## src/rtl/dkc_pkg.sv

```systemverilog
package dkc_pkg;
  parameter int WORD_W     = 16;
  parameter int EXT_W      = 6;
  parameter int NUM_DRIVES = 4;
  localparam int HALF_W    = WORD_W / 2;
  localparam int DRV_W     = $clog2(NUM_DRIVES);
  localparam int FUNC_W    = 3;
  localparam int ERR_W     = 6;

  typedef enum logic [2:0] {
    SEL_CSR  = 3'd0,
    SEL_BA   = 3'd1,
    SEL_DA   = 3'd2,
    SEL_MP   = 3'd3,
    SEL_EXT  = 3'd4,
    SEL_NONE = 3'd7
  } regSel_e;

  typedef struct packed {
    logic    wrCsr;
    logic    wrBa;
    logic    wrDa;
    logic    wrMp;
    logic    wrExt;
    logic    rdMp;
    logic    byteEn;
    logic    hiByte;
    regSel_e sel;
  } strobe_t;
endpackage

```

## src/rtl/dkc_regs_ctrl.sv

```systemverilog
module dkc_regs_ctrl
  import dkc_pkg::*;
(
  input  logic       busSel,
  input  logic       busWrite,
  input  logic       busByte,
  input  logic [3:0] busAddr,
  input  logic       narrowMode,
  output strobe_t    strobe,
  output logic       busErr
);
  regSel_e sel;

  always_comb begin
    case (busAddr[3:1])
      3'd0:    sel = SEL_CSR;
      3'd1:    sel = SEL_BA;
      3'd2:    sel = SEL_DA;
      3'd3:    sel = SEL_MP;
      3'd4:    sel = narrowMode ? SEL_NONE : SEL_EXT;
      default: sel = SEL_NONE;
    endcase
  end

  assign busErr = busSel && narrowMode && (busAddr[3:1] == 3'd4);

  always_comb begin
    strobe        = '0;
    strobe.sel    = sel;
    strobe.byteEn = busByte;
    strobe.hiByte = busAddr[0];
    if (busSel) begin
      strobe.wrCsr = busWrite && (sel == SEL_CSR);
      strobe.wrBa  = busWrite && (sel == SEL_BA);
      strobe.wrDa  = busWrite && (sel == SEL_DA);
      strobe.wrMp  = busWrite && (sel == SEL_MP);
      strobe.wrExt = busWrite && (sel == SEL_EXT) && !(busByte && busAddr[0]);
      strobe.rdMp  = !busWrite && (sel == SEL_MP);
    end
  end
endmodule

```

## src/rtl/dkc_regs_dp.sv

```systemverilog
module dkc_regs_dp
  import dkc_pkg::*;
#(
  parameter int MPQ_DEPTH = 3
) (
  input  logic                        clk,
  input  logic                        rstN,
  input  strobe_t                     strobe,
  input  logic [WORD_W-1:0]           busWdata,
  input  logic [NUM_DRIVES-1:0]       driveBusy,
  input  logic                        doneValid,
  input  logic [ERR_W-1:0]            doneErr,
  input  logic                        doneMpWe,
  input  logic [MPQ_DEPTH*WORD_W-1:0] doneMpData,
  output logic [WORD_W-1:0]           busRdata,
  output logic                        cmdStart,
  output logic [FUNC_W-1:0]           cmdFunc,
  output logic [DRV_W-1:0]            cmdDrive,
  output logic                        irq
);
  localparam logic [WORD_W-1:0] BA_MASK = ~WORD_W'(1);

  logic [FUNC_W-1:0] func;
  logic              intEn;
  logic              done;
  logic [DRV_W-1:0]  drive;
  logic [ERR_W-1:0]  errBits;
  logic [WORD_W-1:0] busAddrReg;
  logic [WORD_W-1:0] diskAddr;
  logic [EXT_W-1:0]  ext;
  logic [WORD_W-1:0] mpQ [MPQ_DEPTH];

  logic [WORD_W-1:0] csrView;
  logic [7:1]        csrLoNew;
  logic [DRV_W-1:0]  csrDrvNew;
  logic              loLaneWr;
  logic              hiLaneWr;
  logic [WORD_W-1:0] baNew;
  logic [WORD_W-1:0] daNew;
  logic [WORD_W-1:0] mpNew;

  function automatic logic [WORD_W-1:0] mergeWord(input logic [WORD_W-1:0] cur,
                                                  input logic [WORD_W-1:0] wd,
                                                  input logic byteEn, input logic hi);
    if (!byteEn)  return wd;
    else if (hi)  return {wd[HALF_W-1:0], cur[HALF_W-1:0]};
    else          return {cur[WORD_W-1:HALF_W], wd[HALF_W-1:0]};
  endfunction

  assign csrView = {errBits[ERR_W-1] | (|errBits[ERR_W-2:0]), errBits[ERR_W-2:0],
                    drive, done, intEn, ext[1:0], func, ~driveBusy[drive]};

  assign loLaneWr  = !strobe.byteEn || !strobe.hiByte;
  assign hiLaneWr  = !strobe.byteEn || strobe.hiByte;
  assign csrLoNew  = loLaneWr ? busWdata[7:1] : csrView[7:1];
  assign csrDrvNew = !hiLaneWr ? drive :
                     (strobe.byteEn ? busWdata[DRV_W-1:0] : busWdata[HALF_W+DRV_W-1:HALF_W]);
  assign baNew = mergeWord(busAddrReg, busWdata, strobe.byteEn, strobe.hiByte);
  assign daNew = mergeWord(diskAddr, busWdata, strobe.byteEn, strobe.hiByte);
  assign mpNew = mergeWord(mpQ[0], busWdata, strobe.byteEn, strobe.hiByte);

  always_comb begin
    case (strobe.sel)
      SEL_CSR: busRdata = csrView;
      SEL_BA:  busRdata = busAddrReg;
      SEL_DA:  busRdata = diskAddr;
      SEL_MP:  busRdata = mpQ[0];
      SEL_EXT: busRdata = WORD_W'(ext);
      default: busRdata = '0;
    endcase
  end

  always_ff @(posedge clk) begin
    if (!rstN) begin
      func       <= '0;
      intEn      <= 1'b0;
      done       <= 1'b1;
      drive      <= '0;
      errBits    <= '0;
      busAddrReg <= '0;
      diskAddr   <= '0;
      ext        <= '0;
      irq        <= 1'b0;
      cmdStart   <= 1'b0;
      cmdFunc    <= '0;
      cmdDrive   <= '0;
      for (int i = 0; i < MPQ_DEPTH; i++) mpQ[i] <= '0;
    end else begin
      cmdStart <= 1'b0;
      if (strobe.wrCsr) begin
        func     <= csrLoNew[3:1];
        ext[1:0] <= csrLoNew[5:4];
        intEn    <= csrLoNew[6];
        done     <= csrLoNew[7];
        drive    <= csrDrvNew;
        if (csrLoNew[7]) begin
          if (!csrLoNew[6]) irq <= 1'b0;
        end else begin
          irq      <= 1'b0;
          errBits  <= '0;
          cmdStart <= 1'b1;
          cmdFunc  <= csrLoNew[3:1];
          cmdDrive <= csrDrvNew;
        end
      end
      if (strobe.wrBa)  busAddrReg <= baNew & BA_MASK;
      if (strobe.wrDa)  diskAddr   <= daNew;
      if (strobe.wrExt) ext        <= busWdata[EXT_W-1:0];
      if (strobe.wrMp) begin
        for (int i = 0; i < MPQ_DEPTH; i++) mpQ[i] <= mpNew;
      end else if (strobe.rdMp) begin
        for (int i = 0; i < MPQ_DEPTH - 1; i++) mpQ[i] <= mpQ[i+1];
      end
      if (doneValid) begin
        done    <= 1'b1;
        errBits <= errBits | doneErr;
        irq     <= intEn;
        if (doneMpWe) begin
          for (int i = 0; i < MPQ_DEPTH; i++) mpQ[i] <= doneMpData[i*WORD_W +: WORD_W];
        end
      end
    end
  end
endmodule

```

## src/rtl/dkc_regs.sv

```systemverilog
module dkc_regs
  import dkc_pkg::*;
#(
  parameter int MPQ_DEPTH = 3
) (
  input  logic                        clk,
  input  logic                        rstN,
  input  logic                        narrowMode,
  input  logic                        busSel,
  input  logic                        busWrite,
  input  logic                        busByte,
  input  logic [3:0]                  busAddr,
  input  logic [WORD_W-1:0]           busWdata,
  output logic [WORD_W-1:0]           busRdata,
  output logic                        busErr,
  input  logic [NUM_DRIVES-1:0]       driveBusy,
  input  logic                        doneValid,
  input  logic [ERR_W-1:0]            doneErr,
  input  logic                        doneMpWe,
  input  logic [MPQ_DEPTH*WORD_W-1:0] doneMpData,
  output logic                        cmdStart,
  output logic [FUNC_W-1:0]           cmdFunc,
  output logic [DRV_W-1:0]            cmdDrive,
  output logic                        irq
);
  strobe_t strobe;

  dkc_regs_ctrl u_ctrl (
    .busSel(busSel), .busWrite(busWrite), .busByte(busByte), .busAddr(busAddr),
    .narrowMode(narrowMode), .strobe(strobe), .busErr(busErr)
  );

  dkc_regs_dp #(.MPQ_DEPTH(MPQ_DEPTH)) u_dp (
    .clk(clk), .rstN(rstN), .strobe(strobe), .busWdata(busWdata),
    .driveBusy(driveBusy), .doneValid(doneValid), .doneErr(doneErr),
    .doneMpWe(doneMpWe), .doneMpData(doneMpData), .busRdata(busRdata),
    .cmdStart(cmdStart), .cmdFunc(cmdFunc), .cmdDrive(cmdDrive), .irq(irq)
  );
endmodule

```

## config.mk

```make
export PLATFORM = sky130hd
export DESIGN_NAME = dkc_regs
export DESIGN_NICKNAME = d
export VERILOG_FILES = /design/src/rtl/dkc_pkg.sv /design/src/rtl/dkc_regs_ctrl.sv /design/src/rtl/dkc_regs_dp.sv /design/src/rtl/dkc_regs.sv
export SDC_FILE = /design/constraint.sdc
export NUM_CORES = 1
export LEC_CHECK = 0
export ABC_AREA = 1
export CAP_MARGIN = 15
export CORE_MARGIN = 2
export CORE_UTILIZATION = 50
export DETAILED_ROUTE_END_ITERATION = 8
export GPL_ROUTABILITY_DRIVEN = 0
export PLACE_DENSITY = 0.75
export SLEW_MARGIN = 5
export SYNTH_ARGS = -nofsm -noshare
export SYNTH_HDL_FRONTEND = slang
export SYNTH_HIERARCHICAL = 1
export SYNTH_SLANG_ARGS = --single-unit
```

## constraint.sdc

```tcl
create_clock -name clk -period 3.1 [get_ports clk]
set_clock_uncertainty 0.05 [all_clocks]
set_input_delay 0.775 -clock clk [delete_from_list [all_inputs] [get_ports clk]]
set_output_delay 0.775 -clock clk [all_outputs]
set_load 0.1 [all_outputs]
```

## Word level (Yosys, flattened, before mapping)

Memories as Yosys holds them, arrays and structs flattened.
Cells that the tools add are included.

- Memories kept: 1
- Register bits: 57
- Memory bits (writable): 48

Memories:

| name | depth | bits a word | read ports | clocked after Yosys merged registers in | write ports | RTL line | text |
|---|---|---|---|---|---|---|---|
| u_dp.mpQ | 3 | 16 | 3 | 0 | 3 | dkc_regs_dp.sv:31 | `logic [WORD_W-1:0] mpQ [MPQ_DEPTH];` |

- Eq/ne operators: 12
- Order comparisons: 1
- Bitwise logic cells: 13
- Reduce and logical (&&, ||, !) cells: 32
- Multiplexer cells: 45

Operators by type and width:

| kind | number |
|---|---|
| two-way mux 16 bit | 14 |
| case mux 16 bit (5 select lines) | 1 |
| two-way mux 6 bit | 4 |
| two-way mux 1 bit | 18 |
| AND reduction 2 bit | 9 |
| case mux 3 bit (5 select lines) | 1 |
| equality test 3 x 2 -> 1 bit (second input constant) | 4 |
| logical AND 1 bit | 10 |
| two-way mux 2 bit | 5 |
| OR 1 bit | 9 |
| two-way mux 7 bit | 1 |
| equality test 3 x 1 -> 1 bit (second input constant) | 2 |
| equality test 3 bit (second input constant) | 2 |
| logical NOT 3 bit | 2 |
| OR 6 bit | 1 |
| nonzero test 2 bit | 3 |
| OR reduction 5 bit | 1 |
| logical NOT 1 bit | 4 |
| inequality test 2 bit (second input constant) | 2 |
| < comparator 2 x 3 -> 1 bit (second input constant) | 1 |
| inequality test 3 bit (second input constant) | 1 |
| inverter 1 bit | 3 |
| binary-select mux 1 bit (select 2 bit) | 1 |
| logical OR 1 bit | 2 |
| 2 further kinds | 2 |

## Logic depth before layout (Yosys ltp)

Gate-level depths: netlist (run 1).

- Depth in word-level cells: 12
- Depth in mapped cells: 10
- Gate-level depth less buffers: 10

## By module

The synthesis (run 1) kept the hierarchy.

By module, submodules not included:

| module | seq. area each (um2) | cells each | area an instance (um2) | instances |
|---|---|---|---|---|
| dkc_regs_dp | 2582.5 | 686 | 5165.0 | 1 |
| dkc_regs_ctrl | 0.0 | 29 | 138.9 | 1 |

## Worst setup path after synthesis (run 1)

No wires, ideal clock.

- Path kind: in2out
- Start point: in narrowMode
- End point: out busRdata[10]
- Path slack: -214 ps
- Data required time: 2275 ps
- Stages: 8
- Path buffers: 0
- Arrival: 2489 ps
- Path through: nand2_1 nand3_2 nand2_1 inv_1 nand3_1 clkinv_1 nand2_1 nand4_1

RTL lines:

| item | RTL line | text |
|---|---|---|
| start, declared | dkc_regs.sv:8 | `input logic narrowMode,` |
| end, declared | dkc_regs.sv:14 | `output logic [WORD_W-1:0] busRdata,` |

==> insert_results.sql, run 1 <==
INSERT INTO impl_metrics (metric_group, metric, value, unit) VALUES
('outcome', 'run_status', 'finished, final reports clean', ''),
('synthesis', 'async_flop_share', '0', '%'),
('synthesis', 'synth_common_cells', 'sky130_fd_sc_hd__nand2_1, sky130_fd_sc_hd__o21ai_0, sky130_fd_sc_hd__nor2_1', ''),
('sta', 'final.period_utilization', '98.0', '%'),
('synthesis', 'synthMostInstantiatedCell', 'sky130_fd_sc_hd__nand2_1', ''),
('worst_setup_path', 'reg2regPathDepth', '5', ''),
('job', 'timing.max_cap.violations', '0', ''),
('global_routing', 'pin_count_of_the_biggest_net_entering_global_routing', '59', ''),
('clocking', 'cts_hold_buffers', '0', ''),
('worst_setup_path', 'max_stage_delay', '0.20', 'ns'),
('worst_setup_path', 'worst-r2r-setup-slack', '1.88', 'ns'),
('clocking', 'number_of_h_tree_levels', '3', ''),
('drt', 'detail_route.wl_per_cell', '15.0', 'um'),
('clocking', 'cts.sinks', '105', ''),
('sta', 'grt_setup_unrepaired', 'no', ''),
('worst_setup_path', 'critical_path_required', '2.27', 'ns'),
('global_routing', 'globalRouteOverflowTotal', '0', ''),
('sta', 'worst_slew_pin_slew', '0.607', 'ns'),
('place', 'post-place-ws', '-0.371', 'ns'),
('synthesis', 'synth-seq-area-share', '48.7', '%'),
('clocking', 'worst_skew_pair.late_latency', '0.37', 'ns'),
('floorplan', 'boundaryPins', '110', ''),
('drt', 'drt-total-wl', '14500', 'um'),
('floorplan', 'initial_core_util', '51.4', '%'),
('place', 'number_of_input_and_output_port_buffers_inserted', '109', ''),
('synthesis', 'synth_warn', '6', ''),
('worst_setup_path', 'crit_path_cell_trace', 'buf_2, inv_2, nand3_2, nand2_2, inv_4, nor3_4, buf_4, buf_12, nand2_1, nand2_1, nor2_1, nand2_1, buf_12', ''),
('finish', 'layout-area-overhead-vs-synth', '31.9', '%'),
('power', 'cellPowerDensity', '404', 'mW/mm2'),
('synthesis', 'postSynthAreaPerCell', '7.42', 'um2'),
('synthesis', 'netlist.area_leader.share', '27.2', '%'),
('worst_setup_path', 'path_max_fanout', '8', ''),
('worst_setup_path', 'cpMostUsedCell', 'sky130_fd_sc_hd__nand2_1', ''),
('place', 'dpl.hpwl', '10900', 'um'),
('synthesis', 'synth_nets', '801', ''),
('power', 'vdd.ir_drop.worst', '0.000192', 'V'),
('sta', 'fin_ws', '0.0614', 'ns'),
('drt', 'final_antenna_net_count', '0', ''),
('worst_setup_path', 'reg2reg_from', 'u_dp/mpQ[0][15]', ''),
('drt', 'initialDrtViolationCount', '353', ''),
('global_routing', 'grt_pass1_vias', '4920', ''),
('drt', 'via_per_inst', '5.29', ''),
('clocking', 'clk_path_buf_depth', '2', ''),
('power', 'leakage', '3.00', 'nW'),
('synthesis', 'post-synth-top-area-cell', 'sky130_fd_sc_hd__edfxtp_1', ''),
('drt', 'remaining_drc_errors', '0', ''),
('floorplan', 'die_height', '107', 'um'),
('sta', 'fmax', '329', 'MHz'),
('worst_setup_path', 'worst_setup_path_start_kind', 'input port', ''),
('finish', 'nNetsFinal', '912', ''),
('floorplan', 'fp.dieArea', '0.0114', 'mm2'),
('drt', 'via_total_after_detailed_routing', '5116', ''),
('sta', 'final_number_of_setup_violating_endpoints', '0', ''),
('worst_setup_path', 'worstPathArrival', '2.21', 'ns'),
('finish', 'insertedDiodeCount', '0', ''),
('synthesis', 'post_synth_instance_area', '0.00530', 'mm2'),
('worst_setup_path', 'crit_buf_inv', '6', ''),
('global_routing', 'antenna_found_initial', '0', ''),
('synthesis', 'ys_ff_latch', '105', ''),
('global_routing', 'global_route_wire_length_before_repair', '23600', 'um'),
('sta', 'post-route-min-period', '3.04', 'ns'),
('worst_setup_path', 'setup_cp_type', 'input port to primary output', ''),
('worst_hold_path', 'min-delay-start', 'u_dp/cmdFunc[1]', ''),
('floorplan', 'die_width', '107', 'um'),
('worst_setup_path', 'cp_top_family', 'buffers and inverters', ''),
('synthesis', 'edff_count_synth', '48', ''),
('worst_setup_path', 'worstSetupEndpointType', 'primary output', ''),
('synthesis', 'synth_top_cells_by_area', 'sky130_fd_sc_hd__edfxtp_1, sky130_fd_sc_hd__dfxtp_1, sky130_fd_sc_hd__nand2_1', ''),
('synthesis', 'post_synth_inst_count', '715', ''),
('synthesis', 'postSynth.topFlopCell', 'sky130_fd_sc_hd__dfxtp_1', ''),
('clocking', 'clock_tree_from_tritoncts', 'yes', '');
==> metal layers <==
layer	up-vias	track usage, %	wire [um]
li1	2562	-	-
met5	-	0	0
met4	0	12.2	352
met3	27	4.13	1310
met1	2254	36.2	6330
met2	273	41.0	6550
==> kinds of logic after synthesis <==
group	count (synthesis)	synth area share, %
simple gates	362	28.5
buf+inv	99	8.09
flops	105	48.7
compound gates	149	14.7
==> tightest hold or removal path, cell delays in order (launching register included) <==
cell and delay (ns):
sky130_fd_sc_hd__dfxtp_1 0.32, sky130_fd_sc_hd__nand3_1 0.07, sky130_fd_sc_hd__nand2_1 0.05
==> layout by cell type, fill, tap and decap left out, types with 15 or more instances in the layout <==
| cell | count |
|---|---|
| sky130_fd_sc_hd__o21ai_1 | 15 |
| sky130_fd_sc_hd__edfxtp_1 | 48 |
| sky130_fd_sc_hd__nand3_1 | 24 |
| sky130_fd_sc_hd__nand2_1 | 208 |
| sky130_fd_sc_hd__buf_4 | 26 |
| sky130_fd_sc_hd__nor2_1 | 86 |
| sky130_fd_sc_hd__o21ai_0 | 94 |
| sky130_fd_sc_hd__buf_12 | 19 |
| sky130_fd_sc_hd__inv_1 | 54 |
| sky130_fd_sc_hd__dfxtp_1 | 57 |
| sky130_fd_sc_hd__a21oi_1 | 27 |
| sky130_fd_sc_hd__clkdlybuf4s50_1 | 81 |
==> metrics by stage <==
stage	total power [mW]	area [um2]	hold slack (ns)	utilization, %	instances
finish	2.83	7000	0.425	67.8	967
global route	2.94	7000	0.461	67.8	967
CTS	2.84	6950	0.427	67.4	963
detailed placement	2.10	6790	0.413	65.8	947
global placement	2.09	6790	0.402	65.8	947
floorplan	1.86	5400	0.380	-	715
==> report_power, final <==
group | total, mW | switching (mW) | internal, mW
Clock | 0.751 | 0.459 | 0.292
Combinational | 0.540 | 0.322 | 0.218
Sequential | 1.54 | 0.0263 | 1.51
Total | 2.83 | 0.807 | 2.02
==> worst max-delay path by stage <==
stage	start	end	slack, ns	cells after the start
2_1_floorplan	narrowMode	busRdata[10]	-0.03	8
6_report	busAddr[3]	busRdata[4]	0.06	13
4_1_cts	narrowMode	busRdata[4]	0.003	12
3_5_place_dp	busAddr[3]	busRdata[1]	-0.37	11
5_1_grt	narrowMode	busRdata[4]	0.003	13
3_3_place_gp	busAddr[3]	busRdata[8]	-0.30	9
==> cell type report <==
type / instances / area [um2]
inverter: 68 / 273
clock buffer: 11 / 131
tap: 136 / 170
timing repair buffer: 131 / 1430
clock inverter: 5 / 31.3
sequential: 105 / 2580
fill: 859 / 3330
multi-input combinational: 511 / 2380
==> state kept, by name (all words and copies together), names as in the netlist <==
name	cells
u_dp/mpQ	48
u_dp/diskAddr	16
u_dp/busAddrReg	15
u_dp/errBits	6
u_dp/ext	6
u_dp/cmdFunc	3
u_dp/func	3
u_dp/cmdDrive	2
u_dp/drive	2
u_dp/cmdStart	1
u_dp/done	1
u_dp/intEn	1
u_dp/irq	1
==> repair_timing <==
action                                  in CTS  in global routing
setup buffers                                0                  3
cloned                                       0                  1
hold endpoints to repair                     0                  0
endpoints found under the setup margin      16                 16
pin swaps                                    1                  2
gates resized for setup                      8                 13
No activity file was read; power rests on OpenSTA's default activity.
==> run 2: changes to the inputs <==
--- a/config.mk
+++ b/config.mk
@@ -11,7 +11,7 @@
 export CORE_UTILIZATION = 50
 export DETAILED_ROUTE_END_ITERATION = 8
 export GPL_ROUTABILITY_DRIVEN = 0
-export PLACE_DENSITY = 0.75
+export PLACE_DENSITY = 0.84
 export SLEW_MARGIN = 5
 export SYNTH_ARGS = -nofsm -noshare
 export SYNTH_HDL_FRONTEND = slang
==> run 2 against run 1 <==
Against the previous run:
- setup slack improved by 0.020 ns
- global-route usage increased by 0.13 points
- utilization increased by 0.19 points
- critical path depth decreased by 2
- die area unchanged
- non-clock buffer count decreased by 2
- count of clock-buffer cells in the layout decreased by 2
- power increased by 2.1%
- cell area increased by 0.29%
- final cell count decreased by 0.21%
- highest routed layer unchanged
==> insert_results.sql, run 2 (synthesis gave the netlist of run 1 again) <==
INSERT INTO impl_metrics (metric_group, metric, value, unit) VALUES
('floorplan', 'die_height', '107', 'um'),
('drt', 'drt-total-wl', '14900', 'um'),
('clocking', 'cts-buffers-inserted', '9', ''),
('place', 'dpl.hpwl', '11100', 'um'),
('finish', 'final.fill_count', '810', ''),
('drt', 'initialDrtViolationCount', '496', ''),
('finish', 'insertedDiodeCount', '0', ''),
('finish', 'final_common_cell', 'sky130_fd_sc_hd__nand2_1', ''),
('finish', 'nNetsFinal', '910', ''),
('global_routing', 'global_route_wire_length_before_repair', '23900', 'um'),
('place', 'number_of_input_and_output_port_buffers_inserted', '109', ''),
('sta', 'finalHoldViolCount', '0', ''),
('global_routing', 'grt_pass1_vias', '5101', ''),
('floorplan', 'core_area', '0.0103', 'mm2'),
('worst_setup_path', 'worstSetupEndpointType', 'primary output', ''),
('finish', 'post_route_cells_drive_above_1_share', '13.0', '%'),
('sta', 'final-max-slew-violation-count', '0', ''),
('floorplan', 'initial_core_util', '51.4', '%'),
('worst_setup_path', 'critical_path_required', '2.27', 'ns'),
('worst_setup_path', 'worst_setup_path_start_kind', 'input port', ''),
('finish', 'layout_top_registers', 'u_dp/mpQ: 48 flops, u_dp/diskAddr: 16 flops, u_dp/busAddrReg: 15 flops', ''),
('global_routing', 'grt.total_usage', '26.5', '%'),
('clocking', 'number_of_h_tree_levels', '3', ''),
('floorplan', 'die_width', '107', 'um'),
('worst_setup_path', 'worstPathArrival', '2.19', 'ns'),
('sta', 'grt_setup_unrepaired', 'no', ''),
('worst_setup_path', 'path_max_fanout', '8', ''),
('outcome', 'run_status', 'finished, final reports clean', ''),
('sta', 'post-route-min-period', '3.02', 'ns'),
('clocking', 'clk_transition_reported_paths', '0.10', 'ns'),
('clocking', 'clock-root-buffer', 'sky130_fd_sc_hd__clkbuf_8', ''),
('job', 'timing.max_cap.violations', '0', ''),
('finish', 'top_register', 'u_dp/mpQ', ''),
('clocking', 'worst_skew_pair.late_latency', '0.36', 'ns'),
('global_routing', 'globalRouteOverflowTotal', '0', ''),
('finish', 'layout-area-overhead-vs-synth', '32.3', '%'),
('sta', 'final_number_of_setup_violating_endpoints', '0', ''),
('floorplan', 'boundaryPins', '110', ''),
('finish', 'largest_register_ffs', '48', ''),
('finish', 'stdcell_area', '0.00702', 'mm2'),
('finish', 'most-common-layout-cells', 'sky130_fd_sc_hd__nand2_1, sky130_fd_sc_hd__o21ai_0, sky130_fd_sc_hd__nor2_1', ''),
('drt', 'detail_route.first_pass.iterations', '6', ''),
('worst_hold_path', 'holdCritPathClass', 'flop to flop', ''),
('place', 'placed_cells', '944', ''),
('worst_setup_path', 'setup_cp_type', 'input port to primary output', ''),
('drt', 'remaining_drc_errors', '0', ''),
('floorplan', 'fp.dieArea', '0.0114', 'mm2'),
('power', 'cellPowerDensity', '412', 'mW/mm2'),
('clocking', 'cts.sinks', '105', ''),
('finish', 'final_cell_count_without_fillers', '965', ''),
('power', 'leakage', '3.01', 'nW'),
('global_routing', 'pin_count_of_the_biggest_net_entering_global_routing', '59', ''),
('sta', 'worst_slew_margin_rel', '62.1', '%'),
('drt', 'via_per_inst', '5.53', ''),
('drt', 'final_antenna_net_count', '0', ''),
('finish', 'final_util', '68.0', '%'),
('sta', 'fmax', '331', 'MHz'),
('place', 'placedInstanceArea', '0.00677', 'mm2'),
('global_routing', 'antenna_found_initial', '0', ''),
('clocking', 'clk_path_buf_depth', '2', ''),
('clocking', 'clock_tree_from_tritoncts', 'yes', ''),
('floorplan', 'floorplan.rows', '37', ''),
('power', 'vdd.ir_drop.worst', '0.000197', 'V'),
('sta', 'worst_slew_pin_slew', '0.567', 'ns'),
('drt', 'via_total_after_detailed_routing', '5332', ''),
('drt', 'detail_route.wl_per_cell', '15.5', 'um'),
('sta', 'final.period_utilization', '97.4', '%');
==> run 2: layout make-up <==
type | count | area (um2) | share of cell area [%]
well taps | 136 | 170 | 2.42
inverters | 68 | 274 | 3.90
multi-input cells | 511 | 2370 | 33.8
flip-flops and latches | 105 | 2580 | 36.8
repair buffers | 129 | 1430 | 20.4
clock buffers | 9 | 124 | 1.77
clock inverters | 7 | 61.3 | 0.874
==> run 2: stage by stage <==
step	hold slack, ns	TNS, ns	setup slack (ns)	total power [mW]
floorplan	0.380	-0.234	-0.0326	1.86
global placement	0.396	-4.05	-0.301	2.09
detailed placement	0.416	-5.17	-0.373	2.10
CTS	0.432	0	0.0668	2.89
global route	0.450	0	0.00215	3.00
finish	0.436	0	0.0815	2.89
==> run 2: layer usage <==
metal | wire [um] | vias to the layer above | track usage, %
met5 | 0 | - | 0
met4 | 445 | 0 | 9.74
met3 | 1630 | 47 | 3.53
met2 | 6850 | 361 | 43.9
met1 | 6000 | 2367 | 35.5
li1 | - | 2557 | -
==> run 2: worst paths after layout <==
kind	startpoint	to	slack (ns)	depth (start not counted)
max	busAddr[3]	busRdata[8]	0.08	11
min	u_dp/func[0]	u_dp/func[0]	0.44	2
max reg2reg	u_dp/mpQ[0][15]	u_dp/mpQ[0][31]	1.71	4
min reg2reg	u_dp/func[0]	u_dp/func[0]	0.44	2
==> run 2: where the power goes <==
part           leakage (nW)  switching (mW)  total, mW  internal [mW]
registers             0.971          0.0279       1.54           1.51
clock network        0.0982           0.470      0.804          0.334
logic                  1.95           0.326      0.545          0.219
total                  3.01           0.823       2.89           2.07
==> run 2: repair_timing <==
item / 4_1_cts / 5_1_grt
cloned: 1 / 0
gates resized for setup: 24 / 2
setup buffers: 3 / 1
hold buffers: 0 / 0
endpoints found under the setup margin: 16 / 8
pin swaps: 5 / 3
==> run 2: worst max-delay path: stages <==
cell                       delay, ns
sky130_fd_sc_hd__clkbuf_4       0.16
sky130_fd_sc_hd__inv_4          0.08
sky130_fd_sc_hd__nand3_2        0.09
sky130_fd_sc_hd__nand2_2        0.09
sky130_fd_sc_hd__inv_4          0.05
sky130_fd_sc_hd__nor3_4         0.24
sky130_fd_sc_hd__buf_6          0.14
sky130_fd_sc_hd__buf_12         0.11
sky130_fd_sc_hd__nand2_1        0.07
sky130_fd_sc_hd__nand4_1        0.19
sky130_fd_sc_hd__buf_12         0.20
